[config.mk]
export PLATFORM = sky130hd
export DESIGN_NAME = gpio_regblock
export DESIGN_NICKNAME = d
export VERILOG_FILES = /design/src/rtl/gpio_regblock_pkg.sv /design/src/rtl/gpio_regblock_ctrl.sv /design/src/rtl/gpio_regblock_dp.sv /design/src/rtl/gpio_regblock.sv
export SDC_FILE = /design/constraint.sdc
export NUM_CORES = 1
export LEC_CHECK = 0
export BUFFER_PORTS_ARGS = -buffer_cell sky130_fd_sc_hd__buf_4
export CAP_MARGIN = 10
export CORE_ASPECT_RATIO = 0.7
export CORE_MARGIN = 3
export CORE_UTILIZATION = 45
export CTS_CLUSTER_DIAMETER = 80
export CTS_CLUSTER_SIZE = 14
export DETAILED_ROUTE_END_ITERATION = 10
export GPL_TIMING_DRIVEN = 0
export PLACE_DENSITY_LB_ADDON = 0.08
export SLEW_MARGIN = 10
export SYNTH_ARGS = -nofsm -noshare
export SYNTH_HDL_FRONTEND = slang
export SYNTH_SLANG_ARGS = --single-unit
[constraint.sdc]
create_clock -name clk -period 1.35 [get_ports clk]
set_clock_uncertainty 0.15 [all_clocks]
set_input_delay 0.2025 -clock clk [delete_from_list [all_inputs] [get_ports clk]]
set_output_delay 0.2025 -clock clk [all_outputs]
set_load 0.02 [all_outputs]
[src/rtl/gpio_regblock_pkg.sv]
package gpio_regblock_pkg;

  // Word index order matches the byte offset divided by four.
  typedef enum logic [3:0] {
    SEL_MODE   = 4'd0,
    SEL_DATA   = 4'd1,
    SEL_STATUS = 4'd2,
    SEL_POWER  = 4'd3,
    SEL_CTRL   = 4'd4,
    SEL_IRQREQ = 4'd5,
    SEL_IMASK  = 4'd6,
    SEL_ISTAT  = 4'd7,
    SEL_DIR    = 4'd8,
    SEL_LEVEL  = 4'd9,
    SEL_NONE   = 4'd15
  } regSel_e;

  typedef struct packed {
    logic    wrEn;
    logic    rdEn;
    regSel_e sel;
    logic    refresh;
  } strobe_t;

  localparam int BANK_N = 8;

  function automatic regSel_e decodeOffset(input logic [5:0] off);
    regSel_e res;
    if (off[1:0] != 2'b00) begin
      res = SEL_NONE;
    end else if (off[5:2] <= 4'd8) begin
      res = regSel_e'(off[5:2]);
    end else if (off[5:2] == 4'd9 || off[5:2] == 4'd10) begin
      res = SEL_LEVEL;
    end else begin
      res = SEL_NONE;
    end
    return res;
  endfunction

endpackage

[src/rtl/gpio_regblock_ctrl.sv]
module gpio_regblock_ctrl
  import gpio_regblock_pkg::*;
#(
  parameter int DEC_W = 6
) (
  input  logic             clk,
  input  logic             rstN,
  input  logic [DEC_W-1:0] offset,
  input  logic             busWe,
  input  logic             busRe,
  output strobe_t          strobe
);

  regSel_e sel;
  logic    refreshPend;

  assign sel = decodeOffset(offset[5:0]);

  // A direction or level write schedules an output refresh for the next edge.
  always_ff @(posedge clk or negedge rstN) begin
    if (!rstN) begin
      refreshPend <= 1'b0;
    end else begin
      refreshPend <= busWe && (sel == SEL_DIR || sel == SEL_LEVEL);
    end
  end

  always_comb begin
    strobe.wrEn    = busWe;
    strobe.rdEn    = busRe;
    strobe.sel     = sel;
    strobe.refresh = refreshPend;
  end

endmodule

[src/rtl/gpio_regblock_dp.sv]
module gpio_regblock_dp
  import gpio_regblock_pkg::*;
#(
  parameter int          REG_W      = 16,
  parameter logic [15:0] STATUS_VAL = 16'h0002,
  parameter int          PWR_TRIG   = 7,
  parameter logic [15:0] PWR_FORCE  = 16'h8040
) (
  input  logic             clk,
  input  logic             rstN,
  input  strobe_t          strobe,
  input  logic [REG_W-1:0] wrData,
  input  logic [REG_W-1:0] gpioIn,
  output logic [REG_W-1:0] rdData,
  output logic             badAccess,
  output logic [REG_W-1:0] gpioOut,
  output logic [REG_W-1:0] levelQ,
  output logic [REG_W-1:0] dirQ,
  output logic [REG_W-1:0] powerQ
);

  logic [REG_W-1:0] regBank [BANK_N];
  logic [REG_W-1:0] prevIn;
  logic [REG_W-1:0] inChg;
  logic [REG_W-1:0] target;
  logic [REG_W-1:0] readMux;
  logic             wrLevel;
  logic             wrDir;

  assign wrLevel = strobe.wrEn && (strobe.sel == SEL_LEVEL);
  assign wrDir   = strobe.wrEn && (strobe.sel == SEL_DIR);
  assign inChg   = gpioIn ^ prevIn;
  assign target  = levelQ & dirQ;
  assign powerQ  = regBank[SEL_POWER];

  // Word bank: status is constant, power has a forcing rule, the rest are plain.
  for (genvar g = 0; g < BANK_N; g++) begin : g_bank
    if (g == int'(SEL_STATUS)) begin : g_status
      assign regBank[g] = STATUS_VAL[REG_W-1:0];
    end else if (g == int'(SEL_POWER)) begin : g_power
      always_ff @(posedge clk or negedge rstN) begin
        if (!rstN) begin
          regBank[g] <= '0;
        end else if (strobe.wrEn && strobe.sel == SEL_POWER) begin
          regBank[g] <= wrData[PWR_TRIG] ? (wrData | PWR_FORCE[REG_W-1:0]) : wrData;
        end
      end
    end else begin : g_plain
      always_ff @(posedge clk or negedge rstN) begin
        if (!rstN) begin
          regBank[g] <= '0;
        end else if (strobe.wrEn && strobe.sel == regSel_e'(g)) begin
          regBank[g] <= wrData;
        end
      end
    end
  end

  always_ff @(posedge clk or negedge rstN) begin
    if (!rstN) begin
      dirQ <= '0;
    end else if (wrDir) begin
      dirQ <= wrData;
    end
  end

  // The level word: a host write wins over input-line events in the same cycle.
  always_ff @(posedge clk or negedge rstN) begin
    if (!rstN) begin
      levelQ <= '0;
      prevIn <= '0;
    end else begin
      prevIn <= gpioIn;
      if (wrLevel) begin
        levelQ <= wrData & dirQ;
      end else begin
        levelQ <= (levelQ & ~inChg) | (gpioIn & inChg);
      end
    end
  end

  // Each output line is refreshed only where it differs from the masked level.
  for (genvar b = 0; b < REG_W; b++) begin : g_line
    always_ff @(posedge clk or negedge rstN) begin
      if (!rstN) begin
        gpioOut[b] <= 1'b0;
      end else if (strobe.refresh && (gpioOut[b] != target[b])) begin
        gpioOut[b] <= target[b];
      end
    end
  end

  always_comb begin
    readMux = '0;
    case (strobe.sel)
      SEL_DIR:   readMux = dirQ;
      SEL_LEVEL: readMux = levelQ;
      SEL_NONE:  readMux = '0;
      default:   readMux = regBank[strobe.sel[2:0]];
    endcase
  end

  always_ff @(posedge clk or negedge rstN) begin
    if (!rstN) begin
      rdData    <= '0;
      badAccess <= 1'b0;
    end else begin
      if (strobe.rdEn) begin
        rdData <= readMux;
      end
      badAccess <= strobe.wrEn && (strobe.sel == SEL_NONE);
    end
  end

endmodule

[src/rtl/gpio_regblock.sv]
module gpio_regblock
  import gpio_regblock_pkg::*;
#(
  parameter int ADDR_W = 12,
  parameter int BUS_W  = 32,
  parameter int REG_W  = 16,
  parameter int DEC_W  = 6
) (
  input  logic              clk,
  input  logic              rstN,
  input  logic [ADDR_W-1:0] busAddr,
  input  logic              busWe,
  input  logic              busRe,
  input  logic [BUS_W-1:0]  busWdata,
  output logic [REG_W-1:0]  busRdata,
  output logic              badAccess,
  input  logic [REG_W-1:0]  gpioIn,
  output logic [REG_W-1:0]  gpioOut
);

  strobe_t          strobe;
  logic [REG_W-1:0] levelQ;
  logic [REG_W-1:0] dirQ;
  logic [REG_W-1:0] powerQ;
  logic             refreshPend;
  logic             unusedHighBits;

  // Upper address and data bits are intentionally discarded.
  assign unusedHighBits = ^{busAddr[ADDR_W-1:DEC_W], busWdata[BUS_W-1:REG_W]};
  assign refreshPend    = strobe.refresh;

  gpio_regblock_ctrl #(.DEC_W(DEC_W)) u_ctrl (
    .clk    (clk),
    .rstN   (rstN),
    .offset (busAddr[DEC_W-1:0]),
    .busWe  (busWe),
    .busRe  (busRe),
    .strobe (strobe)
  );

  gpio_regblock_dp #(.REG_W(REG_W)) u_dp (
    .clk       (clk),
    .rstN      (rstN),
    .strobe    (strobe),
    .wrData    (busWdata[REG_W-1:0]),
    .gpioIn    (gpioIn),
    .rdData    (busRdata),
    .badAccess (badAccess),
    .gpioOut   (gpioOut),
    .levelQ    (levelQ),
    .dirQ      (dirQ),
    .powerQ    (powerQ)
  );

endmodule

== After elaboration in Yosys (flattened, before gate mapping) ==
Index checks and enable logic that the tools add are counted.
Storage, ports and cells
  memory bits (writable): 0
  memories: 0
  input bits: 64
  bits in registers: 194
  memory bits (read-only): 0
  bits in latches: 0
Cells by class
  add/subtract/negate cells: 0
  $lt $le $gt $ge: 2
  mux-type cells: 9
  equal/unequal tests: 27
  multiply operators: 0
  bitwise operators: 8
  reduce and logical (&&, ||, !) cells: 31
  divide/modulo/power cells: 0
  shift-type cells: 0
Operators with widths (number)
  bitwise AND 16 bit: 4
  2-to-1 mux 16 bit: 4
  binary-select mux 16 bit (select 3 bit): 1
  case mux 16 bit (3 select lines): 1
  logical AND 1 bit: 27
  == test 4 bit (second input constant): 5
  == test 4 x 3 -> 1 bit (second input constant): 4
  inequality test 1 bit: 16
  inverter 16 bit: 1
  OR 16 bit: 1
  bitwise XOR 16 bit: 1
  2-to-1 mux 4 bit: 2
  == test 4 x 1 -> 1 bit (second input constant): 1
  == test 4 x 2 -> 1 bit (second input constant): 1
  >= comparator 4 bit (second input constant): 1
  <= comparator 4 bit (second input constant): 1
  logical NOT 4 bit: 1
  inverter 3 -> 4 bit: 1
  2-to-1 mux 3 bit: 1
  logical OR 1 bit: 2
  nonzero test 2 bit: 1

== Logic depth before layout (Yosys ltp) ==
Gate-level depths: netlist of run 1.
  depth after elaboration: 10
  gate-level depth with buffers: 9
  gate-level depth less buffers: 6

== Modules after synthesis ==
From an unflattened synthesis of run 1, not the netlist that was laid out.
Unflattened totals
  cells, all modules: 688
  area, all modules: 8777.2 sq um
Modules (own cells, without submodules)
  gpio_regblock_dp: instances 1, area an instance 8655.8 sq um, cells each 671
  gpio_regblock_ctrl: instances 1, area an instance 121.4 sq um, cells each 17

== Worst setup path before layout of run 1 ==
Ideal clock, no wire load.
  path type: input port to flip-flop
  start point: in busAddr[1]
  end point: reg u_dp.rdData[1]
  path buffers: 2
  data required time: 1.075 ns
  setup slack: -0.766 ns
  setup time: 0.125 ns
  cell stages on the path: 8
  arrival: 1.842 ns
  path through: or2_1 -> buf_6 -> a221oi_4 -> buf_6 -> mux2_2 -> o211ai_1 -> a31oi_1 -> mux2_2
On the way
  word-level cells in the longest chain between the ends: 7
Ends and longest elaborated chain
  start: declaration: RTL line gpio_regblock.sv:11  | input logic [ADDR_W-1:0] busAddr,
  nonzero test 2 bit (*): RTL line gpio_regblock_pkg.sv:29  | if (off[1:0] != 2'b00) begin
  2-to-1 mux 4 bit (*): RTL line gpio_regblock_pkg.sv:29
  inverter 3 -> 4 bit (implied by the code): RTL line gpio_regblock_dp.sv:99  | default: readMux = regBank[strobe.sel[2:0]];
  binary-select mux 16 bit (select 3 bit): RTL line gpio_regblock_dp.sv:99
  2-to-1 mux 16 bit (implied by the code) (2 in series): RTL line gpio_regblock_dp.sv:99
  case mux 16 bit (3 select lines) (*): RTL line gpio_regblock_dp.sv:95  | case (strobe.sel)
  end signal: assignment: RTL line gpio_regblock_dp.sv:109  | rdData <= readMux;
  end: declaration: RTL line gpio_regblock_dp.sv:14  | output logic [REG_W-1:0] rdData,
Mark *: on every way between the ends. The rest lies on a longest branch, timed or not. The select of a mux whose other input is x is not followed.
A chain may end at the register's enable or synchronous reset.

== Final worst setup path of run 1 ==
Same ends and word-level chain as after synthesis.

==> results.txt, run 1 <==
----------------------------------------------------
[Route]
  Routed wire length per instance ... 20.8 um
  Total number of vias ... 6,316
  Final ANT Viol Nets ... 0
  Count of unresolved DRC violations after routing ... 0
  Routed WL ... 23.9 mm
  1st-pass router iterations ... 4
  Number of vias per cell after detailed routing ... 5.50
  Iteration-0 DRC Markers ... 510

[Placement]
  I/O Buffers ... 70
  GP Congestion ... 0.786
  Dpl hpwl ... 14.9 mm

[Global routing]
  Met3 track demand over resource ... 3.83%
  GR Util All Layers ... 23.2%
  Final global-route overflow total ... 0
  Maximum number of pins on one net before global-route repair ... 116
  Initial antenna violation count ... 0
  M1 GR Usage ... 35.2%
  Via count of the first global-routing pass ... 6,395
  Met2 usage in global routing ... 34.2%
  Highest-utilization routing layer at the global route stage ... met1
  Wire length of the first global-routing pass ... 36.8 mm

[Logic synthesis]
  Synth Instances ... 696
  Average cell area after synthesis ... 12.5 um^2
  Total number of yosys warnings ... 0
  Leading register cell type out of synthesis ... dfrtp_1
  Post-synthesis instance area ... 8670 um^2
  Fraction of synthesis flops using an asynchronous set or reset pin ... 100%
  Count of flip-flops with a built-in enable after synthesis ... 0
  Count of different cell masters after synthesis ... 46
  Fraction of the yosys area taken by sequential cells ... 56.0%
  Total nets after synthesis ... 760
  Flops & latches, synth ... 194

[Timing]
  Hold violation count in the final report ... 80
  Sum of negative setup slack ... -44.62 ns
  Smallest hold slack ... -0.416 ns
  Worst Max-Slew Pin Slew ... 0.816 ns
  Number of setup violations in the final report ... 155
  Max-slew violation total from the final report ... 0
  Part of the cycle the worst path needs ... 138%
  Least setup slack across all paths after layout ... -0.510 ns
  Max Freq ... 538 MHz
  Period minus WS final ... 1.86 ns
  Unrepaired setup endpoints after global routing ... true
  Slew margin rel. ... 45.6%

[Worst setup path]
  Data arrival time of the worst path ... 2.03 ns
  Reg2Reg Depth ... 4
  Endpoint type of the worst setup path ... flip-flop
  Startpoint type of the worst setup path ... input pin
  Required @ worst endpoint ... 1.52 ns
  Critical path fanouts, max ... 5
  Crit path kind ... in -> reg

[Clocking]
  Total of hold buffers inserted after clock tree synthesis ... 35
  Clock input transition at the sequential cells of the worst setup and hold paths ... 0.08 ns
  TritonCTS clock tree ... built
  Root Driver ... clkbuf_16
  Max H-tree Level ... 4
  Clock Tree Buf Depth ... 2
  Clock tree sinks ... 194
  Number of buffers created by CTS ... 17
  Clock latency of the later-clocked register in the worst-skew pair ... 0.44 ns

[Power]
  Leakage power ... 5.49 nW
  PwrDens ... 1140 nW/um^2
  Max rail drop VDD ... 809 uV

[Hold path]
  Hold/Removal Path Class ... in -> async

[Floorplanning]
  Die Footprint ... 21,000 um^2
  Initial Util ... 46.9%
  Die X ... 172 um
  IO Pins ... 97
  Site Rows ... 41
  Vertical die dimension ... 122 um
  Standard cell core area ... 18,500 um^2

[Cells and area]
  Ratio of cells with drive above 1 in the final layout ... 44.0%
  Antenna cells ... 0
  Total number of nets in the final design ... 963
  Area growth, synth to finish ... 38.1%

[Outcome]
  Violated checks ... hold timing, setup timing
  Run status ... finished with violations

[Job]
  Max-capacitance violation count ... 0

----------------------------------------------------
## cell type report
class	count	area [um^2]
clock buffer	19	433
buffer	41	427
inverter	34	128
tap	236	295
timing repair buffer	185	1900
sequential	194	4850
multi-input combinational	426	3810
fill	1398	6500
clock inverter	13	119
## power breakdown
group          total [mW]  leakage [nW]  switching [mW]  internal, mW
clock                4.85         0.265            2.42          2.43
combinational        2.09          2.70           0.990          1.10
sequential           6.71          2.53           0.361          6.34
total                13.6          5.49            3.77          9.87
## registers in the layout, indices dropped and copies added, names as in the netlist, named ones only
register	flops
u_dp.dirQ	16
u_dp.gpioOut	16
u_ctrl.refreshPend	1
u_dp.regBank	96
u_dp.prevIn	16
u_dp.powerQ	16
u_dp.badAccess	1
u_dp.rdData	16
## per-layer routing
metal / wire length, um / part of all wire, %
met5: 0 / 0
met2: 10600 / 44
met1: 12000 / 50
met3: 924 / 3.9
met4: 410 / 1.7
## cell families after synthesis
group / synth area share [%]
buffers and inverters: 5.05
xor gates and xnor gates: 0.101
DFF: 56.0
muxes: 20.1
AOI/OAI and AO/OA: 10.2
and+or+nand+nor: 6.89
adders and majority gates: 1.62
## per-stage QoR
step / setup WS, ns / utilization, % / total power [mW] / cell area (um^2) / cells
2_1_floorplan: -0.734 / - / 7.71 / 8830 / 696
3_3_place_gp: -1.29 / 52.2 / 8.35 / 9650 / 1002
3_5_place_dp: -1.19 / 52.4 / 8.43 / 9680 / 1003
4_1_cts: -0.513 / 62.8 / 13.5 / 11600 / 1131
5_1_grt: -0.556 / 64.8 / 14.1 / 12000 / 1148
6_report: -0.510 / 64.8 / 13.6 / 12000 / 1148
## synth_stat cells (all sizes together) (2+ instances only)
library cell,number,area (um^2)
a21oi,20,104
a221o,3,30.0
a221oi,15,149
a22oi,15,113
a31oi,16,100
buf,28,254
clkbuf,15,56.3
dfrtp,194,4850
inv,34,128
maj3,14,140
mux2,128,1440
mux2i,30,300
nand2,40,155
nand2b,2,20.0
nand3,29,145
nand3b,3,26.3
nor2,25,111
nor2b,2,12.5
nor3,4,52.6
o211ai,6,45.0
o21ai,61,305
## cells in the final DEF, fill, tap and decap left out, types with 4 or more instances in the layout
cell           instances
buf_12                15
o21ai_1               29
nor3_4                 4
inv_6                  4
mux2i_2                4
a21oi_1               19
maj3_1                14
nand2_2               10
o21ai_0               17
o211ai_1               6
clkinv_4               4
clkbuf_16             20
buf_4                 98
dfrtp_1              194
nand2_1               27
a22oi_1               15
buf_6                 47
dlygate4sd3_1         35
mux2_4                47
buf_8                  8
clkbuf_2               6
a31oi_1               16
buf_16                 4
nand3_1               28
inv_1                 34
nor2_1                20
clkbuf_1               7
o21ai_2               14
mux2i_1               23
mux2_2                81
a221oi_1              14
## worst max-delay path: stages
cell	delay (ns)
buf_6	0.09
or2_1	0.23
buf_6	0.14
a221oi_4	0.21
buf_6	0.18
mux2_4	0.31
o211ai_1	0.24
a31oi_1	0.14
mux2_4	0.28
## path summary, 6_finish.rpt
check | slack [ns] | startpoint | endpoint
max in group asynchronous | 0.46 | rstN | u_dp.regBank[33]
worst max register to register | -0.23 | u_dp.powerQ[1] | u_dp.rdData[1]
worst max-delay path | -0.51 | busAddr[1] | u_dp.rdData[1]
min in group clk | -0.09 | busRe | u_dp.rdData[1]
worst min-delay path | -0.42 | rstN | u_dp.prevIn[13]
worst min register to register | 0.36 | u_dp.regBank[10] | u_dp.regBank[10]
## repair_timing
action                                 4_1_cts  5_1_grt
pin swaps                                   25       27
cloned                                       6        4
endpoints found under the hold margin      234       80
gates resized for setup                     95       82
setup endpoints to repair                  185      195
setup buffers                               55       16
Power figures use the tool's default switching activity.
==> inputs of run 2 (changes only) <==
- SKIP_LAST_GASP: unset -> 1
==> run 2 against run 1 <==
Against the previous run:
- the flow still finishes with violations (hold timing, setup timing)
- design area is 0.21% lower
- total power down 0.17%
- worst hold slack better by 0.0059 ns
- critical path depth unchanged
- critical endpoint unchanged
- largest power group unchanged
==> results.txt, run 2 (same netlist as run 1, synthesis figures left out) <==
----------------------------------------------------
[Worst setup path]
  Critical path fanouts, max ... 5
  Endpoint type of the worst setup path ... flip-flop
  Slowest Stage Delay on Critical Path ... 0.34 ns
  Reg2Reg Depth ... 4
  Kind of cell adding the most delay to the critical path ... multiplexers
  Data arrival time of the worst path ... 2.04 ns
  Cell repeated most along the worst path ... buf_6
  Capture instance of the worst register-to-register path ... u_dp.rdData[1]
  Worst reg-to-reg setup slack ... -0.23 ns
  Launching point of the worst reg2reg path ... u_dp.powerQ[1]
  Critical-path top delay cell ... mux2_2
  Crit path kind ... in -> reg
  Required @ worst endpoint ... 1.52 ns
  Startpoint type of the worst setup path ... input pin
  Bufs and invs on worst path ... 3
  Cells along the critical path ... buf_6, or2_1, buf_6, a221oi_4, buf_6, mux2_2, o21ai_1, a31oi_1, mux2_4

[Cells and area]
  Biggest register ... u_dp.regBank
  Most frequent standard cell in the layout excluding fill and tap cells ... dfrtp_1
  Ratio of cells with drive above 1 in the final layout ... 44.0%
  Final std cells w/o fill ... 1,148
  Total number of nets in the final design ... 963
  Top library cells by usage in the layout, fill and taps aside ... dfrtp_1 (194), buf_4 (98), mux2_2 (81)
  FILL cells ... 1,401
  Core utilization of the finished layout ... 64.7%
  Antenna cells ... 0
  Flip-flop count of the largest register after layout ... 96
  Area growth, synth to finish ... 37.9%

[Timing]
  Worst Max-Slew Pin Slew ... 0.823 ns
  Max-slew violation total from the final report ... 0
  Max Freq ... 535 MHz
  Smallest hold slack ... -0.410 ns
  Period minus WS final ... 1.87 ns
  Sum of negative setup slack ... -45.26 ns
  Least setup slack across all paths after layout ... -0.521 ns
  Slew margin rel. ... 45.2%
  Hold violation count in the final report ... 80
  Part of the cycle the worst path needs ... 139%
  Unrepaired setup endpoints after global routing ... true
  Number of setup violations in the final report ... 155

[Power]
  Leakage power ... 5.49 nW
  Cell internal pwr ... 9.86 mW
  PwrDens ... 1140 nW/um^2
  Switching Share ... 27.6%
  PnR Total Power ... 13.6 mW
  Relative contribution of sequential cells to total power ... 49.2%
  Comb power frac ... 15.2%
  Max rail drop VDD ... 811 uV
  Net Switching ... 3.75 mW
  Clock power share ... 35.5%

[Global routing]
  Initial antenna violation count ... 0
  GR Util All Layers ... 23.2%
  Final global-route overflow total ... 0
  Maximum number of pins on one net before global-route repair ... 116
  Wire length of the first global-routing pass ... 36.7 mm
  Via count of the first global-routing pass ... 6,375

[Route]
  Iteration-0 DRC Markers ... 469
  Routed WL ... 23.9 mm
  1st-pass router iterations ... 5
  Total number of vias ... 6,305
  Number of vias per cell after detailed routing ... 5.49
  Count of unresolved DRC violations after routing ... 0
  Final ANT Viol Nets ... 0
  Routed wire length per instance ... 20.8 um

[Placement]
  I/O Buffers ... 70
  GP Congestion ... 0.786
  Placed cell count ... 1,003
  Dpl hpwl ... 14.9 mm

[Floorplanning]
  Standard cell core area ... 18,500 um^2
  Initial Util ... 46.9%
  Die Footprint ... 21,000 um^2
  IO Pins ... 97
  Site Rows ... 41
  Die X ... 172 um
  Vertical die dimension ... 122 um

[Job]
  Max-capacitance violation count ... 0

[Clocking]
  Max H-tree Level ... 4
  Clock Tree Buf Depth ... 2
  Clock tree sinks ... 194
  Number of buffers created by CTS ... 17
  Clock latency of the later-clocked register in the worst-skew pair ... 0.44 ns
  Root Driver ... clkbuf_16
  Total of hold buffers inserted after clock tree synthesis ... 35
  Clock input transition at the sequential cells of the worst setup and hold paths ... 0.08 ns
  TritonCTS clock tree ... built

[Hold path]
  Hold/Removal Path Class ... in -> async

[Outcome]
  Violated checks ... hold timing, setup timing
  Run status ... finished with violations

----------------------------------------------------
[run 2: final cells by class]
| class | count | area, um^2 | share of cell area [%] |
|---|---|---|---|
| flip-flops and latches | 194 | 4850 | 40.6 |
| multi-input cells | 426 | 3810 | 31.9 |
| repair buffers | 185 | 1880 | 15.8 |
| clock buffers | 19 | 433 | 3.62 |
| plain buffers | 41 | 427 | 3.57 |
| well taps | 236 | 295 | 2.47 |
| inverters | 34 | 128 | 1.07 |
| clock inverters | 13 | 119 | 0.995 |
[run 2: per-stage QoR]
step / hold slack [ns] / setup WS (ns) / cell area [um^2]
4_1_cts: -0.397 / -0.513 / 11600
3_3_place_gp: 0.174 / -1.29 / 9650
5_1_grt: -0.368 / -0.547 / 11900
3_5_place_dp: 0.0798 / -1.19 / 9680
2_1_floorplan: -0.243 / -0.734 / 8830
6_report: -0.410 / -0.521 / 11900
[run 2: repair_timing]
action                                 4_1_cts  5_1_grt
resized for setup                           91       86
setup endpoints to repair                  185      195
cloned                                       6        4
endpoints found under the hold margin      234       80
setup buffers                               55       17
pin swaps                                   24       27
[run 2: how the worst max path moves through the flow]
stage	slack, ns	endpoint	startpoint	cells after the start
2_1_floorplan	-0.73	u_dp.rdData[1]	busAddr[1]	8
3_3_place_gp	-1.29	u_dp.regBank[0]	rstN	1
3_5_place_dp	-1.19	u_dp.rdData[13]	busAddr[1]	9
4_1_cts	-0.51	u_dp.rdData[1]	busAddr[0]	9
5_1_grt	-0.55	u_dp.rdData[1]	busAddr[1]	9
6_report	-0.52	u_dp.rdData[1]	busAddr[1]	9
[run 2: power groups by stage]
stage / logic, mW / clock network (mW) / registers [mW]
finish: 2.08 / 4.84 / 6.70
global route: 2.25 / 5.11 / 6.77
CTS: 1.93 / 4.91 / 6.68
detailed placement: 1.66 / 0 / 6.78
global placement: 1.60 / 0 / 6.75
floorplan: 0.938 / 0 / 6.77
[run 2: per-layer routing]
layer  part of all wire [%]  global-route usage [%]  wire, um  up-vias
met5                      0                       0         0        -
met4                    1.7                    7.53       409        0
met3                    3.7                    3.83       874       25
met2                     44                    34.2     10500      131
met1                     51                    35.0     12100     3228
li1                       -                       -         -     2921
[run 2: worst reg2reg max path, stage by stage (launching register included)]
cell,delay (ns)
dfrtp_1,0.39
mux2_4,0.27
o211ai_1,0.24
a31oi_1,0.15
mux2_4,0.28
